--- src/rtl/ipi_pkg.sv ---
package ipi_pkg;

    localparam logic [7:0] DEST_BROADCAST = 8'hFF;
    localparam logic [3:0] FMT_FLAT       = 4'hF;
    localparam logic [3:0] FMT_CLUSTER    = 4'h0;

    typedef enum logic [2:0] {
        DM_FIXED   = 3'b000,
        DM_LOWEST  = 3'b001,
        DM_SMI     = 3'b010,
        DM_RSVD    = 3'b011,
        DM_NMI     = 3'b100,
        DM_INIT    = 3'b101,
        DM_STARTUP = 3'b110,
        DM_EXTINT  = 3'b111
    } dmode_e;

    typedef enum logic [1:0] {
        SH_NONE   = 2'd0,
        SH_SELF   = 2'd1,
        SH_ALL    = 2'd2,
        SH_OTHERS = 2'd3
    } shorthand_e;

    typedef struct packed {
        logic [7:0] vector;
        dmode_e     mode;
        logic       logical;
        logic       level;
        logic       trigger;
        shorthand_e sh;
    } cmd_t;

    // Field positions of the lower command half.
    function automatic cmd_t decode_cmd(input logic [31:0] w);
        cmd_t c;
        c.vector  = w[7:0];
        c.mode    = dmode_e'(w[10:8]);
        c.logical = w[11];
        c.level   = w[14];
        c.trigger = w[15];
        c.sh      = shorthand_e'(w[19:18]);
        return c;
    endfunction

endpackage

--- src/rtl/ipi_unit_match.sv ---
// Per-unit destination comparison for shorthand 0.
module ipi_unit_match
    import ipi_pkg::*;
(
    input  logic [7:0] dest_id,
    input  logic       logical,
    input  logic [7:0] unit_id,
    input  logic [7:0] unit_logid,
    input  logic [3:0] unit_fmt,
    output logic       hit
);

    logic phys_hit;
    logic flat_hit;
    logic clus_hit;

    always_comb begin
        phys_hit = (dest_id == DEST_BROADCAST) || (dest_id == unit_id);
        flat_hit = |(dest_id & unit_logid);
        clus_hit = (dest_id[7:4] == unit_logid[7:4]) &&
                   (|(dest_id[3:0] & unit_logid[3:0]));
        if (!logical) begin
            hit = phys_hit;
        end else begin
            unique case (unit_fmt)
                FMT_FLAT:    hit = flat_hit;
                FMT_CLUSTER: hit = clus_hit;
                default:     hit = 1'b0;
            endcase
        end
    end

endmodule

--- src/rtl/ipi_shorthand_mask.sv ---
// Applies the shorthand selector and the presence flags.
module ipi_shorthand_mask
    import ipi_pkg::*;
#(
    parameter  int N     = 8,
    localparam int IDX_W = (N > 1) ? $clog2(N) : 1
) (
    input  shorthand_e       sh,
    input  logic [IDX_W-1:0] sender_idx,
    input  logic [N-1:0]     dest_hits,
    input  logic [N-1:0]     present,
    output logic [N-1:0]     mask
);

    logic [N-1:0] self_sel;
    logic [N-1:0] raw;

    for (genvar g = 0; g < N; g++) begin : g_self
        assign self_sel[g] = (sender_idx == IDX_W'(g));
    end

    always_comb begin
        unique case (sh)
            SH_NONE:   raw = dest_hits;
            SH_SELF:   raw = self_sel;
            SH_ALL:    raw = '1;
            SH_OTHERS: raw = ~self_sel;
            default:   raw = '0;
        endcase
        mask = raw & present;
    end

endmodule

--- src/rtl/ipi_lowest_pick.sv ---
// Keeps only the lowest-indexed set bit.
module ipi_lowest_pick #(
    parameter int N = 8
) (
    input  logic [N-1:0] mask_in,
    output logic [N-1:0] mask_out
);

    logic [N:0] seen;

    assign seen[0] = 1'b0;

    for (genvar g = 0; g < N; g++) begin : g_chain
        assign mask_out[g] = mask_in[g] & ~seen[g];
        assign seen[g+1]   = seen[g] | mask_in[g];
    end

endmodule

--- src/rtl/ipi_dest_resolver.sv ---
module ipi_dest_resolver
    import ipi_pkg::*;
#(
    parameter  int N     = 8,
    localparam int IDX_W = (N > 1) ? $clog2(N) : 1
) (
    input  logic               clk,
    input  logic               rst_n,
    input  logic               cmd_lo_we,
    input  logic               cmd_hi_we,
    input  logic [31:0]        cmd_wdata,
    input  logic [IDX_W-1:0]   sender_idx,
    input  logic [N-1:0]       unit_present,
    input  logic [N*8-1:0]     unit_id_flat,
    input  logic [N*8-1:0]     unit_logid_flat,
    input  logic [N*4-1:0]     unit_fmt_flat,
    output logic               dlv_valid,
    output logic [N-1:0]       dlv_mask,
    output logic [7:0]         dlv_vector,
    output logic [2:0]         dlv_mode,
    output logic               dlv_trigger,
    output logic [N*8-1:0]     arb_id_flat
);

    typedef struct packed {
        logic                valid;
        logic [N-1:0]        mask;
        logic [7:0]          vector;
        logic [2:0]          mode;
        logic                trigger;
        logic [7:0]          dest_id;
        logic [N-1:0][7:0]   arb_id;
    } state_t;

    state_t s_d;
    state_t s_q;

    cmd_t         cmd_c;
    logic [N-1:0] hit_c;
    logic [N-1:0] route_c;
    logic [N-1:0] pick_c;
    logic [N-1:0] final_c;
    logic         init_deassert_c;

    assign cmd_c = decode_cmd(cmd_wdata);

    for (genvar g = 0; g < N; g++) begin : g_unit
        ipi_unit_match i_match (
            .dest_id    (s_q.dest_id),
            .logical    (cmd_c.logical),
            .unit_id    (unit_id_flat[g*8 +: 8]),
            .unit_logid (unit_logid_flat[g*8 +: 8]),
            .unit_fmt   (unit_fmt_flat[g*4 +: 4]),
            .hit        (hit_c[g])
        );
    end

    ipi_shorthand_mask #(.N(N)) i_shorthand (
        .sh         (cmd_c.sh),
        .sender_idx (sender_idx),
        .dest_hits  (hit_c),
        .present    (unit_present),
        .mask       (route_c)
    );

    ipi_lowest_pick #(.N(N)) i_pick (
        .mask_in  (route_c),
        .mask_out (pick_c)
    );

    assign final_c         = (cmd_c.mode == DM_LOWEST) ? pick_c : route_c;
    assign init_deassert_c = (cmd_c.mode == DM_INIT) && !cmd_c.level && cmd_c.trigger;

    always_comb begin
        s_d       = s_q;
        s_d.valid = 1'b0;
        if (cmd_hi_we) begin
            s_d.dest_id = cmd_wdata[31:24];
        end
        if (cmd_lo_we) begin
            if (init_deassert_c) begin
                for (int i = 0; i < N; i++) begin
                    if (final_c[i]) begin
                        s_d.arb_id[i] = unit_id_flat[i*8 +: 8];
                    end
                end
            end else begin
                s_d.valid   = 1'b1;
                s_d.mask    = final_c;
                s_d.vector  = cmd_c.vector;
                s_d.mode    = cmd_c.mode;
                s_d.trigger = cmd_c.trigger;
            end
        end
    end

    always_ff @(posedge clk) begin
        if (!rst_n) begin
            s_q <= '0;
        end else begin
            s_q <= s_d;
        end
    end

    assign dlv_valid   = s_q.valid;
    assign dlv_mask    = s_q.mask;
    assign dlv_vector  = s_q.vector;
    assign dlv_mode    = s_q.mode;
    assign dlv_trigger = s_q.trigger;
    assign arb_id_flat = s_q.arb_id;

endmodule

--- config.mk ---
export PLATFORM = sky130hd
export DESIGN_NAME = ipi_dest_resolver
export DESIGN_NICKNAME = d
export VERILOG_FILES = /design/src/rtl/ipi_pkg.sv /design/src/rtl/ipi_unit_match.sv /design/src/rtl/ipi_shorthand_mask.sv /design/src/rtl/ipi_lowest_pick.sv /design/src/rtl/ipi_dest_resolver.sv
export SDC_FILE = /design/constraint.sdc
export NUM_CORES = 1
export LEC_CHECK = 0
export ABC_CLOCK_PERIOD_IN_PS = 3000
export CORE_ASPECT_RATIO = 0.5
export CORE_MARGIN = 2
export CORE_UTILIZATION = 39
export CTS_BUF_LIST = sky130_fd_sc_hd__clkbuf_8
export CTS_CLUSTER_DIAMETER = 60
export CTS_CLUSTER_SIZE = 14
export DETAILED_ROUTE_END_ITERATION = 16
export PLACE_DENSITY = 0.79
export SYNTH_ARGS = -nofsm -noshare
export SYNTH_HDL_FRONTEND = slang
export SYNTH_HIERARCHICAL = 1
export SYNTH_SLANG_ARGS = --single-unit
--- constraint.sdc ---
create_clock -name clk -period 3 [get_ports clk]
set_input_delay 0.6 -clock clk [delete_from_list [all_inputs] [get_ports clk]]
set_output_delay 0.6 -clock clk [all_outputs]
set_load 0.02 [all_outputs]
==> results of run 1 <==
==> per-layer routing <==
metal  part of all wire  wire [um]
met2               0.50      12700
met1               0.40      10200
met5                  0          0
met4              0.042       1070
met3              0.060       1530
==> layout by cell type (no fill, tap or decap), types with 3 or more instances in the layout <==
cell	synthesis	final
o211a_1	8	8
nand3b_1	3	3
dfxtp_1	93	85
clkbuf_8	0	9
nor2_2	0	3
a21oi_2	0	9
mux2i_2	0	8
dfxtp_4	0	8
buf_12	0	12
a21oi_1	16	7
ha_1	32	17
ha_4	0	9
nor2_4	8	8
clkdlybuf4s50_1	0	221
buf_6	0	13
o31ai_2	0	7
nor4_4	0	6
nor2b_1	9	8
a221oi_2	8	6
xor2_1	4	4
ha_2	0	6
nor4_1	25	11
buf_4	86	81
a21boi_0	10	10
nand2_1	164	163
clkdlybuf4s15_1	0	3
nor2_1	17	14
nor3b_1	6	3
nand4_1	40	40
o21ai_1	8	7
mux2i_1	80	70
nor4_2	0	8
buf_8	0	3
o32a_1	8	8
dlygate4sd2_1	0	56
xnor2_1	68	67
inv_1	2	3
a22o_1	8	8
==> layout make-up <==
class / count / share of cell area
clock inverter: 7 / 0.00475
tap: 227 / 0.0269
clock buffer: 9 / 0.0117
inverter: 2 / 0.000712
sequential: 93 / 0.179
antenna: 1 / 0.000237
timing repair buffer: 391 / 0.360
multi-input combinational: 543 / 0.416
==> through the flow <==
step	TNS [ps]	power [W]	instances	utilization
floorplan	-16.0	0.00170	748	-
global placement	-22240	0.00216	1212	0.580
detailed placement	-29070	0.00218	1212	0.580
CTS	-413	0.00303	1256	0.614
global route	-16700	0.00327	1272	0.646
finish	-8980	0.00315	1273	0.646
==> worst max-delay path by stage <==
stage | cells past startpoint | endpoint | slack [ps]
CTS | 14 | arb_id_flat[48] | -70
floorplan | 11 | arb_id_flat[48] | -2
global placement | 12 | arb_id_flat[60] | -580
global route | 12 | arb_id_flat[43] | -430
detailed placement | 12 | arb_id_flat[59] | -740
finish | 13 | arb_id_flat[43] | -280
==> worst reg2reg max path, stage by stage, from the launching register on <==
cell and delay (ps):
dfxtp_4 440, ha_2 250, nor4_4 360, a21oi_1 150, o32a_1 230, o31ai_2 220
a21oi_2 80, or4_4 560, nor3b_4 280, mux2i_4 120, nor2_4 130, buf_12 150
mux2i_2 210
==> report_power, final <==
part / switching (W) / internal [W]
combinational: 0.000466 / 0.000574
sequential: 0.0000361 / 0.00126
clock: 0.000510 / 0.000306
==> flip-flops by register name, indices dropped and copies added (netlist names) <==
signal	count
dlv_valid	1
arb_id_flat	64
s_q	8
dlv_mode	3
dlv_vector	8
dlv_mask	8
dlv_trigger	1
==> repair_timing <==
action | 4_1_cts | 5_1_grt
setup endpoints to repair | 35 | 71
gates resized for setup | 107 | 73
hold endpoints to repair | 0 | 0
pin swaps | 43 | 22
hold buffers | 0 | 0
setup buffers | 28 | 18
==> cell families (layout without fill, tap and decap cells) <==
family	Yosys count	count (layout)
other	0	1
DFF	93	93
adders and majority gates	32	32
AOI/OAI and AO/OA	78	78
xor gates and xnor gates	72	72
muxes	80	80
and+or+nand+nor	281	281
buffers and inverters	112	409
==> impl_metrics.csv, run 1 <==
group,metric,value,unit
timing,slew_viol_final,0,
timing,worst_pin_slew,613,ps
cells_and_area,nNetsFinal,1279,
cts,cts_buffers,9,
grt,track_usage,0.255,
timing,final_hold_viol_count,0,
grt,grt_max_degree,76,
die,num_rows,33,
timing,setup_viol,47,
timing,setup_slack,-284,ps
synth,synth_top_area_cell,"dfxtp_1",
synth,synth_commonest_cells,"nand2_1, dfxtp_1, buf_4",
setup_path,r2r_cells,12,
power_and_ir_drop,ir_worst_vdd,218,uV
hold_path,worstHoldStart,"arb_id_flat[23]",
setup_path,worst_r2r_endpoint,"arb_id_flat[43]",
setup_path,critical_path_arrival,3570,ps
grt,met3_usage,0.0600,
cts,clock_path_buffers,2,
cts,cts.sinks,93,
synth,synth.area.mux_share,0.123,
synth,ys_ff_latch,93,
timing,max_freq,0.305,GHz
synth,synth_top_family_by_area,"simple AND/OR/NAND/NOR gates",
synth,synthXorXnorAreaFrac,0.0972,
cts,cts_tree,"yes",
grt,grt_util_met2,0.463,
setup_path,path_max_fanout,8,
setup_path,start_kind,"input pin",
timing,slew_headroom,0.591,
power_and_ir_drop,power.density,299,nW/um2
grt,grt_pass1_wl,35.6,mm
synth,netlist_top_cells_area,"dfxtp_1, mux2i_1, buf_4",
cts,insertion_delay,370,ps
place,placed_area,9450,um2
place,pre_cts_slack,-738,ps
synth,ys_warn_count,6,
synth,syn_area_per_cell,8.67,um2
detailed_routing,routedWlPerCell,20.0,um
synth,seq_area_frac_synth,0.287,
detailed_routing,dr.first_iter.drc_count,385,
die,io_pins,292,
setup_path,cp-end-kind,"flip-flop",
detailed_routing,vias,6855,
timing,finalCriticalPeriod,3280,ps
detailed_routing,drtPass1Iterations,5,
flow_run,max_cap_violations,0,
cells_and_area,drive_above_1_share,0.213,
cells_and_area,seqCellArea,1890,um2
setup_path,max_stage_delay,560,ps
cells_and_area,nFillCells,1251,
cts,htreeDepth,3,
setup_path,required,3290,ps
synth,syn_inst,748,
grt,antenna_found_initial,0,
hold_path,hold_end,"arb_id_flat[23]",
timing,fin_hold_ws,463,ps
detailed_routing,ant_nets,0,
die,core_area,16300,um2
timing,timing.final.crit_share,1.09,
synth,synth_fa_ha_area_frac,0.0617,
setup_path,critPathTopFamily,"simple AND/OR/NAND/NOR gates",
detailed_routing,wirelength,25.5,mm
grt,grt_pass1_vias,6661,
setup_path,worstPathCellList,"dlygate4sd2_1 > ha_4 > nor4_4 > a21oi_1 > o32a_1 > o31ai_2 > a21oi_2 > or4_4 > nor3b_4 > mux2i_4 > nor2_4 > buf_12 > mux2i_2",
run_status,status,"finished, violations left",
run_status,violations,"setup timing",
cts,root_buffer,"clkbuf_8",
setup_path,reg2reg_slack,-260,ps
cts,clkTransAtPathRegs,100,ps
setup_path,crit_type,"input pin to flip-flop",
die,chipHeight,95.2,um
setup_path,crit_path_start,"unit_logid_flat[5]",
timing,fin_skew,12.5,ps
power_and_ir_drop,total_leakage_power,3.87,nW
hold_path,hp-class,"flip-flop to flip-flop",
die,start_util,0.398,
place,gp_congestion,0.873,
synth,synthMostInstantiatedCell,"nand2_1",
synth,synth_cell_types,37,
synth,syn_nets,987,
grt,busiest_layer,"met2",
cells_and_area,multi_input_area,4390,um2
hold_path,holdPathStages,2,
cells_and_area,fin_area,10500,um2
setup_path,r2r-start,"s_q[68]",
synth,synth-compound-area-share,0.100,
detailed_routing,via_per_inst,5.38,
synth,syn-cell-area,6490,um2
synth,synth_ff_type,"dfxtp_1",
synth,synth_edf_count,0,
setup_path,crit_buf_inv,2,
synth,yosysTopAreaCellShare,0.287,
synth,synthSimpleGateAreaFrac,0.215,
detailed_routing,drc,0,
synth,async_reset_ff_frac,0,
cells_and_area,synthToLayoutAreaGrowth,62.5,%
grt,grt_overflow_total,0,
grt,use_met1,0.296,
place,portBuffers,283,
place,hpwl,17.3,mm
die,die_area,17700,um2
timing,rsz0062_at_grt,"yes",
die,die_x,186,um
setup_path,slowest_stage,"or4_4",
No activity file was read; power rests on OpenSTA's default activity.
==> inputs of run 2 (changes only) <==
Settings changed: CORE_UTILIZATION 39 to 60, DONT_BUFFER_PORTS set to 1.
==> impl_metrics.csv, run 2 (synthesis results as in run 1) <==
group,metric,value,unit
cells_and_area,layout_common_cells,"nand2_1, dfxtp_1, mux2i_1",
cts,root_buffer,"clkbuf_8",
grt,grt_overflow_total,0,
cts,clock_path_buffers,2,
grt,grt_pass1_wl,26.4,mm
power_and_ir_drop,swShare,0.288,
detailed_routing,via_per_inst,6.22,
cells_and_area,n_antenna_cell,0,
die,chipHeight,77.5,um
setup_path,path_max_fanout,8,
setup_path,slowest_stage,"or4_4",
setup_path,crit_type,"flip-flop to flip-flop",
setup_path,required,3300,ps
timing,slew_headroom,0.653,
timing,max_freq,0.324,GHz
grt,antenna_found_initial,0,
setup_path,start_kind,"flip-flop",
power_and_ir_drop,comb_power_share,0.195,
setup_path,max_stage_delay,590,ps
place,gp_congestion,0.847,
timing,final_hold_viol_count,0,
cells_and_area,layout_commonest_cell,"nand2_1",
cells_and_area,nNetsFinal,954,
cts,cts_tree,"yes",
power_and_ir_drop,total_leakage_power,2.47,nW
place,place_inst,819,
detailed_routing,drc,0,
timing,fin_hold_ws,359,ps
timing,worst_pin_slew,519,ps
die,core_area,10400,um2
die,die_x,151,um
place,hpwl,13.4,mm
timing,setup_slack,-86.7,ps
cells_and_area,nFillCells,815,
detailed_routing,drtPass1Iterations,5,
detailed_routing,ant_nets,0,
hold_path,hp-class,"input pin to flip-flop",
cts,cts_hold_buf,0,
detailed_routing,routedWlPerCell,21.6,um
cells_and_area,largest_register_ffs,64,
detailed_routing,wirelength,18.6,mm
die,io_pins,292,
setup_path,worstPathCellList,"buf_6 > ha_4 > nor4_4 > a21oi_1 > o32a_1 > o31ai_2 > a21oi_2 > or4_4 > nor4b_4 > mux2i_2 > nor2_4 > buf_12 > mux2i_1",
detailed_routing,vias,5348,
power_and_ir_drop,p_int,0.00189,W
run_status,status,"finished, violations left",
setup_path,cp-end-kind,"flip-flop",
detailed_routing,dr.first_iter.drc_count,333,
timing,setup_viol,24,
power_and_ir_drop,ir_worst_vdd,180,uV
cells_and_area,synthToLayoutAreaGrowth,9.39,%
timing,finalCriticalPeriod,3090,ps
timing,timing.final.crit_share,1.03,
die,num_rows,26,
timing,slew_viol_final,0,
run_status,violations,"setup timing",
flow_run,max_cap_violations,0,
grt,grt_pass1_vias,5202,
power_and_ir_drop,clkPwrFrac,0.304,
setup_path,critPathTopFamily,"simple AND/OR/NAND/NOR gates",
die,start_util,0.625,
grt,grt_max_degree,158,
cts,cts_buffers,9,
power_and_ir_drop,power_frac_seq,0.501,
cts,insertion_delay,370,ps
cells_and_area,stdcell_count,860,
power_and_ir_drop,p_sw,0.000761,W
grt,track_usage,0.294,
place,portBuffers,0,
die,die_area,11700,um2
cells_and_area,drive_above_1_share,0.215,
cts,clkTransAtPathRegs,100,ps
power_and_ir_drop,power.density,373,nW/um2
timing,rsz0062_at_grt,"yes",
setup_path,crit_buf_inv,2,
cts,htreeDepth,3,
setup_path,critical_path_arrival,3390,ps
cts,cts.sinks,93,
timing,fin_skew,12.7,ps
[run 2: cell types whose count changed in the layout (fill, tap and decap cells not counted), sizes merged, moves of 2 or more]
cell	delta
clkdlybuf4s15	-3
clkdlybuf4s50	-221
inv	-2
buf	-43
dlymetal6s2s	-2
clkbuf	+2
dlygate4sd2	-56
[run 2: cell type report]
| cell class | instances | area [um2] | area share |
|---|---|---|---|
| Clock buffer | 11 | 151 | 0.0213 |
| Clock inverter | 5 | 36.3 | 0.00511 |
| Inverter | 2 | 7.51 | 0.00106 |
| Multi-Input combinational cell | 543 | 4200 | 0.592 |
| Sequential cell | 93 | 1890 | 0.267 |
| Tap cell | 140 | 175 | 0.0247 |
| Timing Repair Buffer | 66 | 632 | 0.0890 |
[run 2: what timing repair did]
| action | CTS | global route |
|---|---|---|
| endpoints found under the setup margin | 26 | 59 |
| pin swaps | 6 | 19 |
| gates resized for setup | 18 | 54 |
| setup buffers | 10 | 16 |
[run 2: stage by stage]
step                      TNS, ps  total power (W)  utilization  instance area [um2]  worst slack [ps]
final                        -993          0.00265        0.684                 7100             -86.7
after global routing        -7750          0.00277        0.684                 7100              -228
after CTS                    -628          0.00259        0.640                 6650             -73.6
after detailed placement    -4970          0.00177        0.609                 6320              -238
after global placement      -2960          0.00175        0.609                 6320              -144
after floorplan             -16.0          0.00170            -                 6510             -2.00
[run 2: final timing paths]
check / startpoint / slack [ps] / to / cells after the start
worst max-delay path: s_q[70] / -90 / arb_id_flat[53] / 13
worst min register to register: arb_id_flat[2] / 560 / arb_id_flat[2] / 2
worst max register to register: s_q[70] / -90 / arb_id_flat[53] / 13
worst min-delay path: unit_id_flat[32] / 360 / arb_id_flat[32] / 2
[run 2: power by group through the flow]
stage,logic (W),clock network (W),registers [W]
final,0.000516,0.000804,0.00133
after floorplan,0.000362,0,0.00134
after global routing,0.000566,0.000869,0.00133
after CTS,0.000429,0.000825,0.00133
after detailed placement,0.000402,0,0.00137
after global placement,0.000386,0,0.00137
[run 2: metal layers]
metal  GRT usage  routed length, um
met5           0                  0
met4      0.0832                414
met3       0.106               1950
met2       0.502               8850
met1       0.349               7380
